<file path="src/rtl/pps_pkg.sv">
package pps_pkg;

  localparam int PPS_DW = 8;

  typedef enum logic [1:0] {
    OP_ERASE = 2'b00,
    OP_FUSE  = 2'b01,
    OP_LOCK  = 2'b10,
    OP_READ  = 2'b11
  } pps_op_e;

  typedef enum logic [3:0] {
    ST_IDLE,
    ST_CMD_SET,
    ST_CMD_STB,
    ST_DAT_SET,
    ST_DAT_STB,
    ST_WE,
    ST_WAIT,
    ST_RD_SET,
    ST_RD_OE,
    ST_DONE
  } pps_state_e;

  // mode-select codes seen by the target
  localparam logic [1:0] MS_ADDR = 2'b00;
  localparam logic [1:0] MS_DATA = 2'b01;
  localparam logic [1:0] MS_CMD  = 2'b10;
  localparam logic [1:0] MS_IDLE = 2'b11;

  function automatic logic [PPS_DW-1:0] pps_cmd(pps_op_e op);
    case (op)
      OP_ERASE: pps_cmd = PPS_DW'(8'h80);
      OP_FUSE:  pps_cmd = PPS_DW'(8'h40);
      OP_LOCK:  pps_cmd = PPS_DW'(8'h20);
      default:  pps_cmd = PPS_DW'(8'h04);
    endcase
  endfunction

  function automatic logic pps_has_data(pps_op_e op);
    pps_has_data = (op == OP_FUSE) || (op == OP_LOCK);
  endfunction

  function automatic int pps_max3(int a, int b, int c);
    int m;
    m = (a > b) ? a : b;
    pps_max3 = (m > c) ? m : c;
  endfunction

endpackage

</file>
<file path="src/rtl/pps_rst_sync.sv">
module pps_rst_sync #(
  parameter int STAGES = 2
) (
  input  logic clk,
  input  logic rst_n,
  output logic rst_sync_n
);
  logic [STAGES-1:0] sync_q;

  always_ff @(posedge clk or negedge rst_n) begin
    if (!rst_n) sync_q <= '0;
    else        sync_q <= {sync_q[STAGES-2:0], 1'b1};
  end

  assign rst_sync_n = sync_q[STAGES-1];
endmodule

</file>
<file path="src/rtl/pps_timer.sv">
module pps_timer #(
  parameter int TW = 8
) (
  input  logic          clk,
  input  logic          rst_n,
  input  logic          load,
  input  logic [TW-1:0] load_val,
  output logic          zero
);
  logic [TW-1:0] cnt_q;
  logic [TW-1:0] cnt_d;
  logic          cnt_en;

  always_comb begin
    cnt_en = load || (cnt_q != '0);
    cnt_d  = load ? load_val : (cnt_q - TW'(1));
  end

  always_ff @(posedge clk or negedge rst_n) begin
    if (!rst_n)      cnt_q <= '0;
    else if (cnt_en) cnt_q <= cnt_d;
  end

  assign zero = (cnt_q == '0);
endmodule

</file>
<file path="src/rtl/pps_ctrl.sv">
module pps_ctrl
  import pps_pkg::*;
#(
  parameter int TW         = 8,
  parameter int PULSE_CYC  = 2,
  parameter int SETTLE_CYC = 3,
  parameter int WAIT_CYC   = 6
) (
  input  logic              clk,
  input  logic              rst_n,
  input  logic              start,
  input  pps_op_e           op_in,
  input  logic [PPS_DW-1:0] wdata_in,
  input  logic              tmr_zero,
  output logic              tmr_load,
  output logic [TW-1:0]     tmr_val,
  output pps_state_e        st_q,
  output pps_state_e        st_d,
  output pps_op_e           op_d,
  output logic [PPS_DW-1:0] wd_d
);
  localparam logic [TW-1:0] LD_PULSE  = TW'(PULSE_CYC - 1);
  localparam logic [TW-1:0] LD_SETTLE = TW'(SETTLE_CYC - 1);
  localparam logic [TW-1:0] LD_WAIT   = TW'(WAIT_CYC - 1);

  pps_op_e           op_q;
  logic [PPS_DW-1:0] wd_q;
  logic              accept;

  always_comb begin
    st_d     = st_q;
    tmr_load = 1'b0;
    tmr_val  = '0;
    accept   = 1'b0;
    case (st_q)
      ST_IDLE: if (start) begin
        accept   = 1'b1;
        st_d     = ST_CMD_SET;
        tmr_load = 1'b1;
        tmr_val  = LD_SETTLE;
      end
      ST_CMD_SET: if (tmr_zero) begin
        st_d     = ST_CMD_STB;
        tmr_load = 1'b1;
        tmr_val  = LD_PULSE;
      end
      ST_CMD_STB: if (tmr_zero) begin
        tmr_load = 1'b1;
        if (op_q == OP_READ) begin
          st_d    = ST_RD_SET;
          tmr_val = LD_SETTLE;
        end else if (pps_has_data(op_q)) begin
          st_d    = ST_DAT_SET;
          tmr_val = LD_SETTLE;
        end else begin
          st_d    = ST_WE;
          tmr_val = LD_PULSE;
        end
      end
      ST_DAT_SET: if (tmr_zero) begin
        st_d     = ST_DAT_STB;
        tmr_load = 1'b1;
        tmr_val  = LD_PULSE;
      end
      ST_DAT_STB: if (tmr_zero) begin
        st_d     = ST_WE;
        tmr_load = 1'b1;
        tmr_val  = LD_PULSE;
      end
      ST_WE: if (tmr_zero) begin
        st_d     = ST_WAIT;
        tmr_load = 1'b1;
        tmr_val  = LD_WAIT;
      end
      ST_WAIT: if (tmr_zero) begin
        st_d     = ST_DONE;
        tmr_load = 1'b1;
      end
      ST_RD_SET: if (tmr_zero) begin
        st_d     = ST_RD_OE;
        tmr_load = 1'b1;
        tmr_val  = LD_SETTLE;
      end
      ST_RD_OE: if (tmr_zero) begin
        st_d     = ST_DONE;
        tmr_load = 1'b1;
      end
      ST_DONE: st_d = ST_IDLE;
      default: st_d = ST_IDLE;
    endcase
    op_d = accept ? op_in    : op_q;
    wd_d = accept ? wdata_in : wd_q;
  end

  always_ff @(posedge clk or negedge rst_n) begin
    if (!rst_n) begin
      st_q <= ST_IDLE;
      op_q <= OP_ERASE;
      wd_q <= '0;
    end else begin
      st_q <= st_d;
      if (accept) begin
        op_q <= op_d;
        wd_q <= wd_d;
      end
    end
  end
endmodule

</file>
<file path="src/rtl/pps_pins.sv">
module pps_pins
  import pps_pkg::*;
(
  input  logic              clk,
  input  logic              rst_n,
  input  pps_state_e        st_q,
  input  pps_state_e        st_d,
  input  pps_op_e           op_d,
  input  logic [PPS_DW-1:0] wd_d,
  input  logic [PPS_DW-1:0] bus_in,
  output logic [1:0]        msel,
  output logic              byte_sel,
  output logic              strobe,
  output logic              we_n,
  output logic              oe_n,
  output logic              bus_drv,
  output logic [PPS_DW-1:0] bus_out,
  output logic              done,
  output logic [PPS_DW-1:0] rdata
);
  logic [1:0]        msel_d;
  logic              strobe_d;
  logic              we_n_d;
  logic              oe_n_d;
  logic              drv_d;
  logic [PPS_DW-1:0] bus_d;
  logic              done_d;
  logic              cap_en;

  // decode the pins of the coming state so they leave flops
  always_comb begin
    msel_d   = MS_IDLE;
    strobe_d = 1'b0;
    we_n_d   = 1'b1;
    oe_n_d   = 1'b1;
    drv_d    = 1'b0;
    bus_d    = '0;
    done_d   = 1'b0;
    case (st_d)
      ST_CMD_SET, ST_CMD_STB: begin
        msel_d   = MS_CMD;
        drv_d    = 1'b1;
        bus_d    = pps_cmd(op_d);
        strobe_d = (st_d == ST_CMD_STB);
      end
      ST_DAT_SET, ST_DAT_STB: begin
        msel_d   = MS_DATA;
        drv_d    = 1'b1;
        bus_d    = wd_d;
        strobe_d = (st_d == ST_DAT_STB);
      end
      ST_WE:    we_n_d = 1'b0;
      ST_RD_OE: oe_n_d = 1'b0;
      ST_DONE:  done_d = 1'b1;
      default:  ;
    endcase
    cap_en = (st_q == ST_RD_OE) && (st_d == ST_DONE);
  end

  always_ff @(posedge clk or negedge rst_n) begin
    if (!rst_n) begin
      msel     <= MS_IDLE;
      byte_sel <= 1'b1;
      strobe   <= 1'b0;
      we_n     <= 1'b1;
      oe_n     <= 1'b1;
      bus_drv  <= 1'b0;
      bus_out  <= '0;
      done     <= 1'b0;
    end else begin
      msel     <= msel_d;
      byte_sel <= msel_d[1] & msel_d[0];
      strobe   <= strobe_d;
      we_n     <= we_n_d;
      oe_n     <= oe_n_d;
      bus_drv  <= drv_d;
      bus_out  <= bus_d;
      done     <= done_d;
    end
  end

  always_ff @(posedge clk or negedge rst_n) begin
    if (!rst_n)      rdata <= '0;
    else if (cap_en) rdata <= bus_in;
  end
endmodule

</file>
<file path="src/rtl/pps_seq.sv">
module pps_seq
  import pps_pkg::*;
#(
  parameter int PULSE_CYC  = 8,
  parameter int SETTLE_CYC = 320,
  parameter int WAIT_CYC   = 1000000
) (
  input  logic              clk,
  input  logic              rst_n,
  input  logic              start_i,
  input  logic [1:0]        op_i,
  input  logic [PPS_DW-1:0] wdata_i,
  output logic              done_o,
  output logic [PPS_DW-1:0] rdata_o,
  output logic [1:0]        msel_o,
  output logic              byte_sel_o,
  output logic              strobe_o,
  output logic              we_n_o,
  output logic              oe_n_o,
  output logic              bus_drv_o,
  output logic [PPS_DW-1:0] bus_o,
  input  logic [PPS_DW-1:0] bus_i
);
  localparam int TW = $clog2(pps_max3(PULSE_CYC, SETTLE_CYC, WAIT_CYC) + 1);

  logic              rst_sync_n;
  logic              tmr_load;
  logic [TW-1:0]     tmr_val;
  logic              tmr_zero;
  pps_state_e        st_q;
  pps_state_e        st_d;
  pps_op_e           op_d;
  logic [PPS_DW-1:0] wd_d;

  pps_rst_sync #(.STAGES(2)) u_rst (
    .clk        (clk),
    .rst_n      (rst_n),
    .rst_sync_n (rst_sync_n)
  );

  pps_timer #(.TW(TW)) u_tmr (
    .clk      (clk),
    .rst_n    (rst_sync_n),
    .load     (tmr_load),
    .load_val (tmr_val),
    .zero     (tmr_zero)
  );

  pps_ctrl #(
    .TW         (TW),
    .PULSE_CYC  (PULSE_CYC),
    .SETTLE_CYC (SETTLE_CYC),
    .WAIT_CYC   (WAIT_CYC)
  ) u_ctrl (
    .clk      (clk),
    .rst_n    (rst_sync_n),
    .start    (start_i),
    .op_in    (pps_op_e'(op_i)),
    .wdata_in (wdata_i),
    .tmr_zero (tmr_zero),
    .tmr_load (tmr_load),
    .tmr_val  (tmr_val),
    .st_q     (st_q),
    .st_d     (st_d),
    .op_d     (op_d),
    .wd_d     (wd_d)
  );

  pps_pins u_pins (
    .clk      (clk),
    .rst_n    (rst_sync_n),
    .st_q     (st_q),
    .st_d     (st_d),
    .op_d     (op_d),
    .wd_d     (wd_d),
    .bus_in   (bus_i),
    .msel     (msel_o),
    .byte_sel (byte_sel_o),
    .strobe   (strobe_o),
    .we_n     (we_n_o),
    .oe_n     (oe_n_o),
    .bus_drv  (bus_drv_o),
    .bus_out  (bus_o),
    .done     (done_o),
    .rdata    (rdata_o)
  );
endmodule

</file>
<file path="config.mk">
export PLATFORM = sky130hd
export DESIGN_NAME = pps_seq
export DESIGN_NICKNAME = d
export VERILOG_FILES = /design/src/rtl/pps_pkg.sv /design/src/rtl/pps_rst_sync.sv /design/src/rtl/pps_timer.sv /design/src/rtl/pps_ctrl.sv /design/src/rtl/pps_pins.sv /design/src/rtl/pps_seq.sv
export SDC_FILE = /design/constraint.sdc
export NUM_CORES = 1
export LEC_CHECK = 0
export ABC_AREA = 0
export BUFFER_PORTS_ARGS = -buffer_cell sky130_fd_sc_hd__buf_2
export CELL_PAD_IN_SITES_DETAIL_PLACEMENT = 1
export CELL_PAD_IN_SITES_GLOBAL_PLACEMENT = 1
export CORE_MARGIN = 1
export CORE_UTILIZATION = 45
export DETAILED_ROUTE_END_ITERATION = 10
export GPL_TIMING_DRIVEN = 0
export PLACE_DENSITY_LB_ADDON = 0.25
export SYNTH_ARGS = -nofsm -noshare
export SYNTH_HDL_FRONTEND = slang
export SYNTH_HIERARCHICAL = 1
export SYNTH_SLANG_ARGS = --single-unit
</file>
<file path="constraint.sdc">
create_clock -name clk -period 2.57 [get_ports clk]
set_input_delay 0.514 -clock clk [delete_from_list [all_inputs] [get_ports clk]]
set_output_delay 0.514 -clock clk [all_outputs]
set_load 0.01 [all_outputs]
</file>
==> Flow_metrics.wiki <==
{| class="wikitable"
! Metric !! Value
|-
| Unrepaired setup endpoints after global routing || true
|-
| IO Count || 45
|-
| Maximum count of clock buffers along a single path || 2
|-
| Clock tree from TritonCTS || built
|-
| Placed Area || 3810 um^2
|-
| Floorplan die height || 87.9 um
|-
| Area enclosed by the die boundary || 7730 um^2
|-
| Crit path from || u_tmr/cnt_q[0]
|-
| Worst slack at placement || -0.761 ns
|-
| Count of flip-flops with a built-in enable after synthesis || 0
|-
| Number of setup violations in the final report || 38
|-
| Required time at the endpoint of the critical path || 2.86 ns
|-
| Share of the clock period used by the worst path after layout || 1.15
|-
| Vias in the first global route || 3039
|-
| Antenna Nets Post-Route || 0
|-
| Critical path startpoint category || flop
|-
| Worst slew margin relative to its limit || 0.309
|-
| Reg-to-reg setup timing slack || -0.40 ns
|-
| Number of max-capacitance violations reported || 0
|-
| Number of clock sinks || 60
|-
| Standard cell with the maximum stage delay on the critical path || dfrtp_1
|-
| Count of yosys warnings during synthesis || 6
|-
| Average cell area after synthesis || 10.7 um^2
|-
| Number of buffers inserted during clock tree synthesis || 9
|-
| Core ar. || 6940 um^2
|-
| Cell count after synthesis || 311
|-
| Total power per unit cell area || 470 nW/um^2
|-
| X dimension of the die || 87.9 um
|-
| Slew at the pin with the worst max-slew slack || 1.02 ns
|-
| Routability cong. || 0.777
|-
| Total of buffers placed on input and output ports || 44
|-
| Cells traversed along the worst timing path || inv_2, ha_4, nor4b_4, nand3_2, nor2_4, buf_8, buf_6, o21a_1, o31ai_4, buf_6, or3b_4, a21oi_4, buf_6, inv_4, ha_4
|-
| CP Capture Point || u_pins/byte_sel
|-
| Sequential element share of the synthesized area || 0.454
|-
| Wire length per cell after detailed routing || 22.7 um
|-
| Initial antenna violation count || 0
|-
| Most Frequent Cell on Critical Path || buf_6
|-
| Violations in the final reports || setup timing
|-
| Largest net degree at the start of global routing || 32
|-
| Vias per cell || 5.88
|-
| Final WL || 11500 um
|-
| Antenna diode count || 0
|-
| Total track usage || 0.272
|-
| Post-route insts no fill || 508
|-
| Most used flip-flop cell after synthesis || dfrtp_1
|-
| CP peak stage delay || 0.41 ns
|-
| H-tree depth reported by CTS || 3
|-
| Worst Path Class, Setup || flop to flop
|-
| R2r worst-path depth || 15
|-
| Clock insertion delay at the later pin of the skew report || 0.35 ns
|-
| Effective utilization at floorplan || 0.478
|-
| Count of unresolved DRC violations after routing || 0
|-
| Switching Share || 0.252
|-
| Achievable clock frequency || 337 MHz
|-
| Async S/R FF share, synth || 1.00
|-
| Netlist area before placement || 3320 um^2
|-
| Post-layout min period || 2.97 ns
|-
| Synthesis-stage register bit count || 60
|-
| Proportion of power drawn by the clock network || 0.478
|-
| Peak supply drop || 0.351 mV
|-
| Static power due to leakage || 0.00206 uW
|-
| Worst hold margin || 0.317 ns
|-
| Sequential power share || 0.471
|-
| Worst path setup slack after routing || -0.396 ns
|-
| Capture point of the worst reg-to-reg path || u_pins/byte_sel
|-
| Net total in the final layout || 434
|-
| Number of endpoints with negative hold slack in the final report || 0
|-
| Worst r2r src || u_tmr/cnt_q[0]
|-
| Distinct cell type count of the synthesized netlist || 63
|-
| Drt first pass iters || 5
|-
| Number of cell rows || 30
|-
| Worst-path clk slew || 0.08 ns
|-
| Crit end category || flop
|-
| Share of power burned in combinational logic || 0.051
|-
| Worst hold path class || flop to asynchronous set/reset pin
|-
| Area Overhead vs Synth || 34.4%
|-
| Arrival time of data at the critical path endpoint || 3.26 ns
|-
| Count of vias placed by the detailed router || 2985
|-
| Ratio of cells with drive above 1 in the final layout || 0.498
|-
| Congestion Overflow GR || 0
|-
| Count of fill cells added during filler insertion || 737
|-
| Global-route wire length before repair || 15700 um
|-
| Count of pins over their slew limit || 0
|-
| Count of placed standard cells including taps || 458
|-
| Pint || 1570 uW
|-
| Highest fanout seen on the critical path || 7
|-
| Run status || finished with violations
|-
| Setup clock skew after layout || 0.0124 ns
|-
| Final Cell Area || 4460 um^2
|-
| Drt initial violations || 228
|-
| Switching power || 530 uW
|-
| Sum of net half-perimeters after detailed placement || 5610 um
|-
| Clock root buffer || clkbuf_8
|}
==> power by group through the flow <==
stage | Clock (uW) | Combinational (uW) | Sequential [uW]
floorplan | 0 | 46.4 | 1010
global placement | 0 | 73.0 | 1010
detailed placement | 0 | 89.2 | 1010
CTS | 994 | 98.6 | 987
global route | 1050 | 116 | 992
finish | 1000 | 108 | 989
==> cells by family after synthesis <==
kind of cell,share of synthesized area
XOR/XNOR,0.0237
AO/OA/AOI/OAI,0.133
adder cells (fa/ha/maj),0.0226
flip-flops,0.454
other,0.00226
buffers and inverters,0.0799
multiplexers,0.0949
AND/OR/NAND/NOR,0.189
==> Yosys cell counts, types with 8 or more instances <==
cell type / count / area, um^2
nand3_1: 8 / 40.0
nor2_1: 12 / 45.0
mux2_2: 28 / 315
o21ai_0: 11 / 55.1
buf_4: 16 / 120
nand2_1: 18 / 67.6
clkbuf_1: 10 / 37.5
dfrtp_1: 55 / 1380
inv_1: 17 / 63.8
a21oi_1: 13 / 65.1
nor2b_1: 8 / 50.1
o31ai_1: 10 / 75.1
==> what timing repair did <==
item | in CTS | in global routing
hold endpoints to repair | 2 | 0
endpoints found under the setup margin | 44 | 42
setup buffers | 18 | 16
resized for setup | 19 | 36
cloned | 0 | 0
pin swaps | 8 | 9
hold buffers | 1 | 0
==> layout make-up <==
cell class,count,area (um^2),share of cell area
Inverter,17,66.3,0.0149
Clock buffer,9,124,0.0277
Multi-Input combinational cell,209,1770,0.397
Buffer,31,241,0.0541
Timing Repair Buffer,79,524,0.117
Sequential cell,60,1510,0.339
Tap cell,96,120,0.0269
Clock inverter,7,100,0.0224
==> layout by cell type, fill, tap and decap left out, drive strengths merged, types with 3 or more instances in the layout <==
| master | n |
|---|---|
| clkbuf | 14 |
| nand3 | 8 |
| nor4b | 3 |
| nand2b | 4 |
| clkinv | 4 |
| inv | 18 |
| xor2 | 4 |
| mux2 | 28 |
| dfrtp | 55 |
| a32o | 5 |
| nor4 | 6 |
| o31ai | 10 |
| nand4 | 6 |
| a21oi | 14 |
| nor3 | 9 |
| nand2 | 19 |
| or4 | 3 |
| and2 | 4 |
| nor2b | 8 |
| nor2 | 14 |
| conb | 8 |
| dfstp | 5 |
| a31oi | 3 |
| xnor2 | 5 |
| ha | 6 |
| buf | 104 |
| o21ai | 11 |
==> worst min path at each step <==
stage               startpoint               to
3_5_place_dp             rst_n  u_rst/sync_q[0]
5_1_grt        u_rst/sync_q[0]  u_rst/sync_q[1]
2_1_floorplan            rst_n  u_rst/sync_q[0]
3_3_place_gp             rst_n  u_rst/sync_q[1]
4_1_cts        u_rst/sync_q[1]   u_ctrl/wd_q[7]
6_report       u_rst/sync_q[1]  u_pins/rdata[0]
==> critical path: cells and delay by family (launching register included) <==
family          cells  cell delay, ns
simple gates        4            0.99
compound gates      3            0.40
fa+ha+maj           2            0.38
flops               1            0.41
buf+inv             6            0.72
==> state kept, by name, summed over array words and instances, names as in the netlist <==
register,cells
u_pins/bus_out,8
u_tmr/cnt_q,20
u_pins/we_n,1
u_ctrl/wd_q,8
u_pins/byte_sel,1
u_pins/msel,2
u_pins/rdata,8
u_ctrl/st_q,4
u_pins/done,1
u_rst/sync_q,2
u_pins/bus_drv,1
u_ctrl/op_q,2
u_pins/oe_n,1
u_pins/strobe,1
==> metrics by stage <==
step | TNS [ns] | power (uW) | util
2_1_floorplan | -4.33 | 1050 | -
3_3_place_gp | -21.75 | 1080 | 0.546
3_5_place_dp | -24.00 | 1090 | 0.549
4_1_cts | -4.67 | 2080 | 0.612
5_1_grt | -9.82 | 2160 | 0.643
6_report | -7.32 | 2100 | 0.643
==> per-layer routing <==
metal / wire (um) / part of all wire / track usage
met2: 5980 / 0.52 / 0.455
met3: 674 / 0.059 / 0.0528
met5: 0 / 0 / 0
met1: 4480 / 0.39 / 0.340
met4: 374 / 0.032 / 0.125
Power figures use the tool's default switching activity.
